### src/rtl/pause_fc_pkg.sv
package pause_fc_pkg;
  typedef enum logic [1:0] {
    FC_OFF  = 2'd0,
    FC_RX   = 2'd1,
    FC_TX   = 2'd2,
    FC_BOTH = 2'd3
  } fc_mode_t;

  localparam int REQ_W = 3;
  localparam logic [REQ_W-1:0] REQ_DEFAULT = 3'd4;
endpackage

### src/rtl/fcr_done_edge.sv
module fcr_done_edge #(
  parameter int STAGES = 2
) (
  input  logic clk,
  input  logic rst_n,
  input  logic flag_in,
  output logic rise
);
  logic [STAGES-1:0] samp;
  logic              prev_q;

  generate
    for (genvar s = 0; s < STAGES; s++) begin : g_stage
      if (s == 0) begin : g_first
        always_ff @(posedge clk or negedge rst_n)
          if (!rst_n) samp[0] <= 1'b0;
          else        samp[0] <= flag_in;
      end else begin : g_next
        always_ff @(posedge clk or negedge rst_n)
          if (!rst_n) samp[s] <= 1'b0;
          else        samp[s] <= samp[s-1];
      end
    end
  endgenerate

  always_ff @(posedge clk or negedge rst_n)
    if (!rst_n) prev_q <= 1'b0;
    else        prev_q <= samp[STAGES-1];

  assign rise = samp[STAGES-1] & ~prev_q;

  // a completion edge yields a single-cycle strobe
  p_single_strobe_r8: assert property (@(posedge clk) disable iff (!rst_n)
    rise |=> !rise);
endmodule

### src/rtl/fcr_req_norm.sv
module fcr_req_norm
  import pause_fc_pkg::*;
(
  input  logic [REQ_W-1:0] req,
  output fc_mode_t         mode,
  output logic             legal
);
  always_comb begin
    legal = 1'b1;
    mode  = FC_OFF;
    case (req)
      3'd0:        mode = FC_OFF;
      3'd1:        mode = FC_RX;
      3'd2:        mode = FC_TX;
      3'd3:        mode = FC_BOTH;
      REQ_DEFAULT: mode = FC_BOTH;
      default:     legal = 1'b0;
    endcase
  end
endmodule

### src/rtl/fcr_resolve.sv
module fcr_resolve
  import pause_fc_pkg::*;
(
  input  logic     loc_pause,
  input  logic     loc_asym,
  input  logic     lp_pause,
  input  logic     lp_asym,
  input  logic     full_duplex,
  input  logic     want_full,
  output fc_mode_t mode
);
  always_comb begin
    if (!full_duplex)
      mode = FC_OFF;
    else if (loc_pause && lp_pause)
      mode = want_full ? FC_BOTH : FC_RX;
    else if (!loc_pause && loc_asym && lp_pause && lp_asym)
      mode = FC_TX;
    else if (loc_pause && loc_asym && !lp_pause && lp_asym)
      mode = FC_RX;
    else
      mode = FC_OFF;
  end
endmodule

### src/rtl/fcr_mode_reg.sv
module fcr_mode_reg
  import pause_fc_pkg::*;
(
  input  logic     clk,
  input  logic     rst_n,
  input  logic     upd,
  input  logic     legal,
  input  fc_mode_t new_mode,
  output fc_mode_t mode_q,
  output logic     tx_en,
  output logic     rx_en,
  output logic     err_q
);
  always_ff @(posedge clk or negedge rst_n) begin
    if (!rst_n) begin
      mode_q <= FC_OFF;
      tx_en  <= 1'b0;
      rx_en  <= 1'b0;
      err_q  <= 1'b0;
    end else if (upd) begin
      err_q <= ~legal;
      if (legal) begin
        mode_q <= new_mode;
        tx_en  <= (new_mode == FC_TX) || (new_mode == FC_BOTH);
        rx_en  <= (new_mode == FC_RX) || (new_mode == FC_BOTH);
      end
    end
  end

  // an illegal update leaves the enables where they were
  p_err_hold_r10: assert property (@(posedge clk) disable iff (!rst_n)
    (upd && !legal) |=> ($stable(tx_en) && $stable(rx_en) && err_q));
endmodule

### src/rtl/pause_fc_resolver.sv
module pause_fc_resolver
  import pause_fc_pkg::*;
#(
  parameter int READ_STAGES = 2
) (
  input  logic             clk,
  input  logic             rst_n,
  input  logic             an_enable,
  input  logic             an_done_raw,
  input  logic             full_duplex,
  input  logic             loc_pause,
  input  logic             loc_asym,
  input  logic             lp_pause,
  input  logic             lp_asym,
  input  logic [REQ_W-1:0] req_mode,
  output logic [1:0]       fc_mode,
  output logic             tx_pause_en,
  output logic             rx_pause_en,
  output logic             cfg_err
);
  logic     done_rise;
  fc_mode_t req_norm;
  logic     req_legal;
  fc_mode_t neg_mode;
  fc_mode_t sel_mode;
  fc_mode_t mode_q;
  logic     upd;
  logic     upd_legal;

  fcr_done_edge #(.STAGES(READ_STAGES)) u_edge (
    .clk(clk), .rst_n(rst_n), .flag_in(an_done_raw), .rise(done_rise)
  );

  fcr_req_norm u_norm (
    .req(req_mode), .mode(req_norm), .legal(req_legal)
  );

  fcr_resolve u_res (
    .loc_pause(loc_pause), .loc_asym(loc_asym),
    .lp_pause(lp_pause), .lp_asym(lp_asym),
    .full_duplex(full_duplex),
    .want_full(req_legal && (req_norm == FC_BOTH)),
    .mode(neg_mode)
  );

  always_comb begin
    if (an_enable) begin
      upd       = done_rise;
      upd_legal = 1'b1;
      sel_mode  = neg_mode;
    end else begin
      upd       = 1'b1;
      upd_legal = req_legal;
      sel_mode  = req_norm;
    end
  end

  fcr_mode_reg u_reg (
    .clk(clk), .rst_n(rst_n), .upd(upd), .legal(upd_legal),
    .new_mode(sel_mode), .mode_q(mode_q),
    .tx_en(tx_pause_en), .rx_en(rx_pause_en), .err_q(cfg_err)
  );

  assign fc_mode = mode_q;

  // without a completion edge, negotiation mode holds the outputs
  p_hold_r8: assert property (@(posedge clk) disable iff (!rst_n)
    (an_enable && !done_rise) |=> $stable(fc_mode));

  // half duplex at resolution forces flow control off
  p_half_off_r7: assert property (@(posedge clk) disable iff (!rst_n)
    (an_enable && done_rise && !full_duplex) |=> (fc_mode == 2'd0));

  // symmetric result downgraded unless full is requested
  p_sym_down_r3: assert property (@(posedge clk) disable iff (!rst_n)
    (an_enable && done_rise && full_duplex && loc_pause && lp_pause &&
     req_mode != 3'd3 && req_mode != 3'd4) |=> (fc_mode == 2'd1));

  // default request maps to full in direct mode
  p_default_full_r9: assert property (@(posedge clk) disable iff (!rst_n)
    (!an_enable && req_mode == 3'd4) |=> (fc_mode == 2'd3 && !cfg_err));
endmodule

### config.mk
export PLATFORM = sky130hd
export DESIGN_NAME = pause_fc_resolver
export DESIGN_NICKNAME = d
export VERILOG_FILES = /design/src/rtl/pause_fc_pkg.sv /design/src/rtl/fcr_done_edge.sv /design/src/rtl/fcr_req_norm.sv /design/src/rtl/fcr_resolve.sv /design/src/rtl/fcr_mode_reg.sv /design/src/rtl/pause_fc_resolver.sv
export SDC_FILE = /design/constraint.sdc
export NUM_CORES = 1
export LEC_CHECK = 0
export ABC_AREA = 1
export BUFFER_PORTS_ARGS = -buffer_cell sky130_fd_sc_hd__buf_2
export CAP_MARGIN = 40
export CORE_AREA = 2 2 39 41
export CTS_BUF_LIST = sky130_fd_sc_hd__clkbuf_8
export DETAILED_ROUTE_END_ITERATION = 10
export DIE_AREA = 0 0 41 43
export PLACE_DENSITY = 0.51
export SYNTH_ARGS = -nofsm -noshare
export SYNTH_HDL_FRONTEND = slang
export SYNTH_SLANG_ARGS = --single-unit
### constraint.sdc
create_clock -name clk -period 0.9 [get_ports clk]
set_clock_uncertainty 0.1 [all_clocks]
set_input_delay 0.09 -clock clk [delete_from_list [all_inputs] [get_ports clk]]
set_output_delay 0.09 -clock clk [all_outputs]
set_load 0.02 [all_outputs]
==> metrics.md <==
| Metric | Value |
|---|---|
| Worst EP required | 0.91 ns |
| Startpoint types | register |
| H-tree depth | 1 |
| R2r endpoint | u_reg.tx_en |
| Hold EP | u_reg.err_q |
| #FFs+latches synth | 7 |
| Synth area leader | dfrtp_1 |
| Total gr overflow | 0 |
| CTS root buffer | clkbuf_8 |
| Worst Path Arrival | 1.00 ns |
| Port buffer count | 16 |
| Ports | 17 |
| Cell Chain, Critical Path | nand2_2 > nand2_2 > nand2_4 > nor2_4 > nand2_2 > nand2_1 |
| Top-count cell post-synth | nand2_1 |
| Net count after synthesis | 58 |
| Area of the multi-input gates | 168 sq um |
| Leak | 0.339 nW |
| Vias | 371 |
| Final Power | 1.05 mW |
| Routed WL | 738 um |
| Core ar. | 0.00138 sq mm |
| Worst hold path class | in -> reg |
| Design area | 611 sq um |
| Peak VDD IR | 0.804 mV |
| TritonCTS clock tree | done |
| Area share of the largest cell type after synthesis | 49.5% |
| Crit-path max cell delay | 0.38 ns |
| Reg area | 175 sq um |
| Die height | 43 um |
| EDFF count, synth | 0 |
| Setup CP Type | reg -> reg |
| Max FO, Critical Path | 4 |
| Synth top area cells | dfrtp_1 49%, nand2_1 21%, nor2_2 5.3%, nand2_2 3.5%, inv_1 3.2% |
| Die Span X | 41 um |
| Crit path max-delay family | simple AND/OR/NAND/NOR gates |
| R2r setup slk | -0.09 ns |
| Gr busiest metal | met1 |
| Clk buf depth | 2 |
| CP dominant cell by count | nand2_2 |
| R2R depth | 6 |
| Post-synth top cells | 20 x nand2_1, 7 x dfrtp_1, 3 x inv_1, 3 x nor2_2 |
| Final GP Congestion | 0.639 |
| CTS buffer count | 3 |
| Max_cap viols | 0 |
| Total GRT Usage | 8.81% |
| Remaining DRCs | 0 |
| Clk_lat worst skew | 0.22 ns |
| Status | finished, violations left |
| Initial Utilization | 25.6% |
| Drt first pass iters | 2 |
| Ys flop type | dfrtp_1 |
| Final Setup Violations | 9 |
| Async set-or-reset flop fraction in the synthesized netlist | 100% |
| Hold Fails Final Rpt | 0 |
| Worst Path Buf+Inv | 0 |
| Layout area overhead | 72.4% |
| Worst Hold Path Cells | 3 |
| Slew headroom | 76.6% |
| Grt met2 use | 9.69% |
| RSZ-0062 raised after global routing | yes |
| Tcrit/Tclk final | 110% |
| Hold path startpoint | an_enable |
| Placed cell areas | 464 sq um |
| ANT cells | 0 |
| Largest net degree at the start of global routing | 8 |
| Fin crit period | 0.991 ns |
| Seq/Total Area, Yosys | 49.5% |
| Vias in the first global route | 278 |
| Grt met1 use | 12.6% |
| Mapped Cells | 46 |
| Detailed-route wire length per cell | 8.20 um |
| Nets@finish | 87 |
| Row count | 14 |
| Met3 usage | 3.14% |
| Drt initial violations | 2 |
| Worst-margin pin slew | 0.348 ns |
| Critical R2R Launch | u_edge.samp[1] |
| Syn_area_per_cell | 7.70 sq um |
| Antenna violations before repair | 0 |
| CP max-delay cell | dfrtp_1 |
| Clock sink total | 7 |
| HPWL after DPL | 534 um |
| Antenna-violating nets left | 0 |
| Clock-pin slew of the registers on the worst-case setup and hold paths | 0.04 ns |
| Vias/cell | 4.12 |
| Setup ws final | -0.0906 ns |
| Die ar. | 0.00176 sq mm |
| Fill cells | 150 |
| Slew Viols, Final | 0 |
| Netlist cell types | 14 |
| Synthesized cell area | 354 sq um |
| P per Cell Area | 1720 mW/mm^2 |
| Worst Setup End Kind | register |
| Global-route wire length before repair | 1000 um |
| Synth warnings | 0 |
| Violations in the final reports | setup timing |
| Maximum achievable frequency | 1.01 GHz |
| Share of layout cells above drive strength 1 | 50.0% |
[logic make-up (layout without fill, tap and decap cells)]
logic type | after synthesis | count (layout) | synth area share, %
flops | 7 | 7 | 49.5
buf+inv | 6 | 34 | 7.42
simple gates | 31 | 31 | 40.3
compound gates | 2 | 2 | 2.82
[cells in the final DEF, fill, tap and decap left out, drive strengths merged]
cell and count:
nand2 23, inv 6, dlygate4sd3 2, buf 23, nand4 1, nor3 1
a21oi 1, dfrtp 7, o21ai 1, clkbuf 3, nand3 2, nor2 4
[worst max path at each step]
| stage | start | endpoint | slack [ns] | depth (start not counted) |
|---|---|---|---|---|
| final | u_edge.samp[1] | u_reg.tx_en | -0.09 | 6 |
| after global routing | u_edge.samp[1] | u_reg.mode_q[1] | -0.15 | 6 |
| after CTS | u_edge.samp[1] | u_reg.mode_q[1] | -0.09 | 6 |
| after detailed placement | u_edge.samp[1] | u_reg.tx_en | -0.1 | 6 |
| after global placement | u_edge.samp[1] | u_reg.mode_q[1] | -0.1 | 6 |
| after floorplan | u_edge.samp[1] | u_reg.mode_q[1] | -0.03 | 6 |
[timing repair]
| item | CTS | global route |
|---|---|---|
| gates resized for setup | 12 | 1 |
| cloned | 0 | 0 |
| hold buffers | 2 | 0 |
| endpoints found under the setup margin | 8 | 9 |
| buffers inserted | 3 | 2 |
| pin swaps | 4 | 6 |
| endpoints found under the hold margin | 8 | 0 |
[flip-flops by register name (all words and copies together), names as in the netlist]
| signal | cells |
|---|---|
| u_edge.prev_q | 1 |
| u_edge.samp | 2 |
| u_reg.err_q | 1 |
| u_reg.mode_q | 1 |
| u_reg.rx_en | 1 |
| u_reg.tx_en | 1 |
[area by class of cell]
class	instances	share of cell area [%]
multi-input combinational	33	27.5
tap	16	3.28
inverter	5	3.07
timing repair buffer	25	30.1
clock inverter	1	0.615
sequential	7	28.7
clock buffer	3	6.76
[worst reg2reg max path: cells and delay by family, from the launching register on]
| family | cells | cell delay (ns) |
|---|---|---|
| simple gates | 6 | 0.41 |
| flops | 1 | 0.38 |
[routing by layer]
metal  vias up  part of all wire (%)
met3         2                   8.7
li1        194                     -
met4         0                  0.81
met2        14                    42
met5         -                     0
met1       161                    48
[power breakdown]
| group | leakage [nW] | switching (mW) | internal (mW) | total [mW] |
|---|---|---|---|---|
| logic | 0.228 | 0.124 | 0.135 | 0.259 |
| clock network | 0.0269 | 0.129 | 0.294 | 0.424 |
| registers | 0.0843 | 0.0220 | 0.346 | 0.368 |
| total | 0.339 | 0.275 | 0.775 | 1.05 |
[stage by stage]
step / hold slack, ns / utilization [%] / worst slack [ns] / instances / TNS, ns
global placement: -0.171 / 33.5 / -0.0992 / 79 / -0.230
global route: 0.0797 / 44.1 / -0.151 / 90 / -0.783
floorplan: -0.306 / - / -0.0310 / 46 / -0.0621
detailed placement: -0.168 / 33.5 / -0.0965 / 79 / -0.219
finish: 0.0519 / 44.1 / -0.0906 / 90 / -0.446
CTS: 0.0583 / 42.7 / -0.0856 / 88 / -0.456
Note: power is estimated with default switching activity, not from simulation.
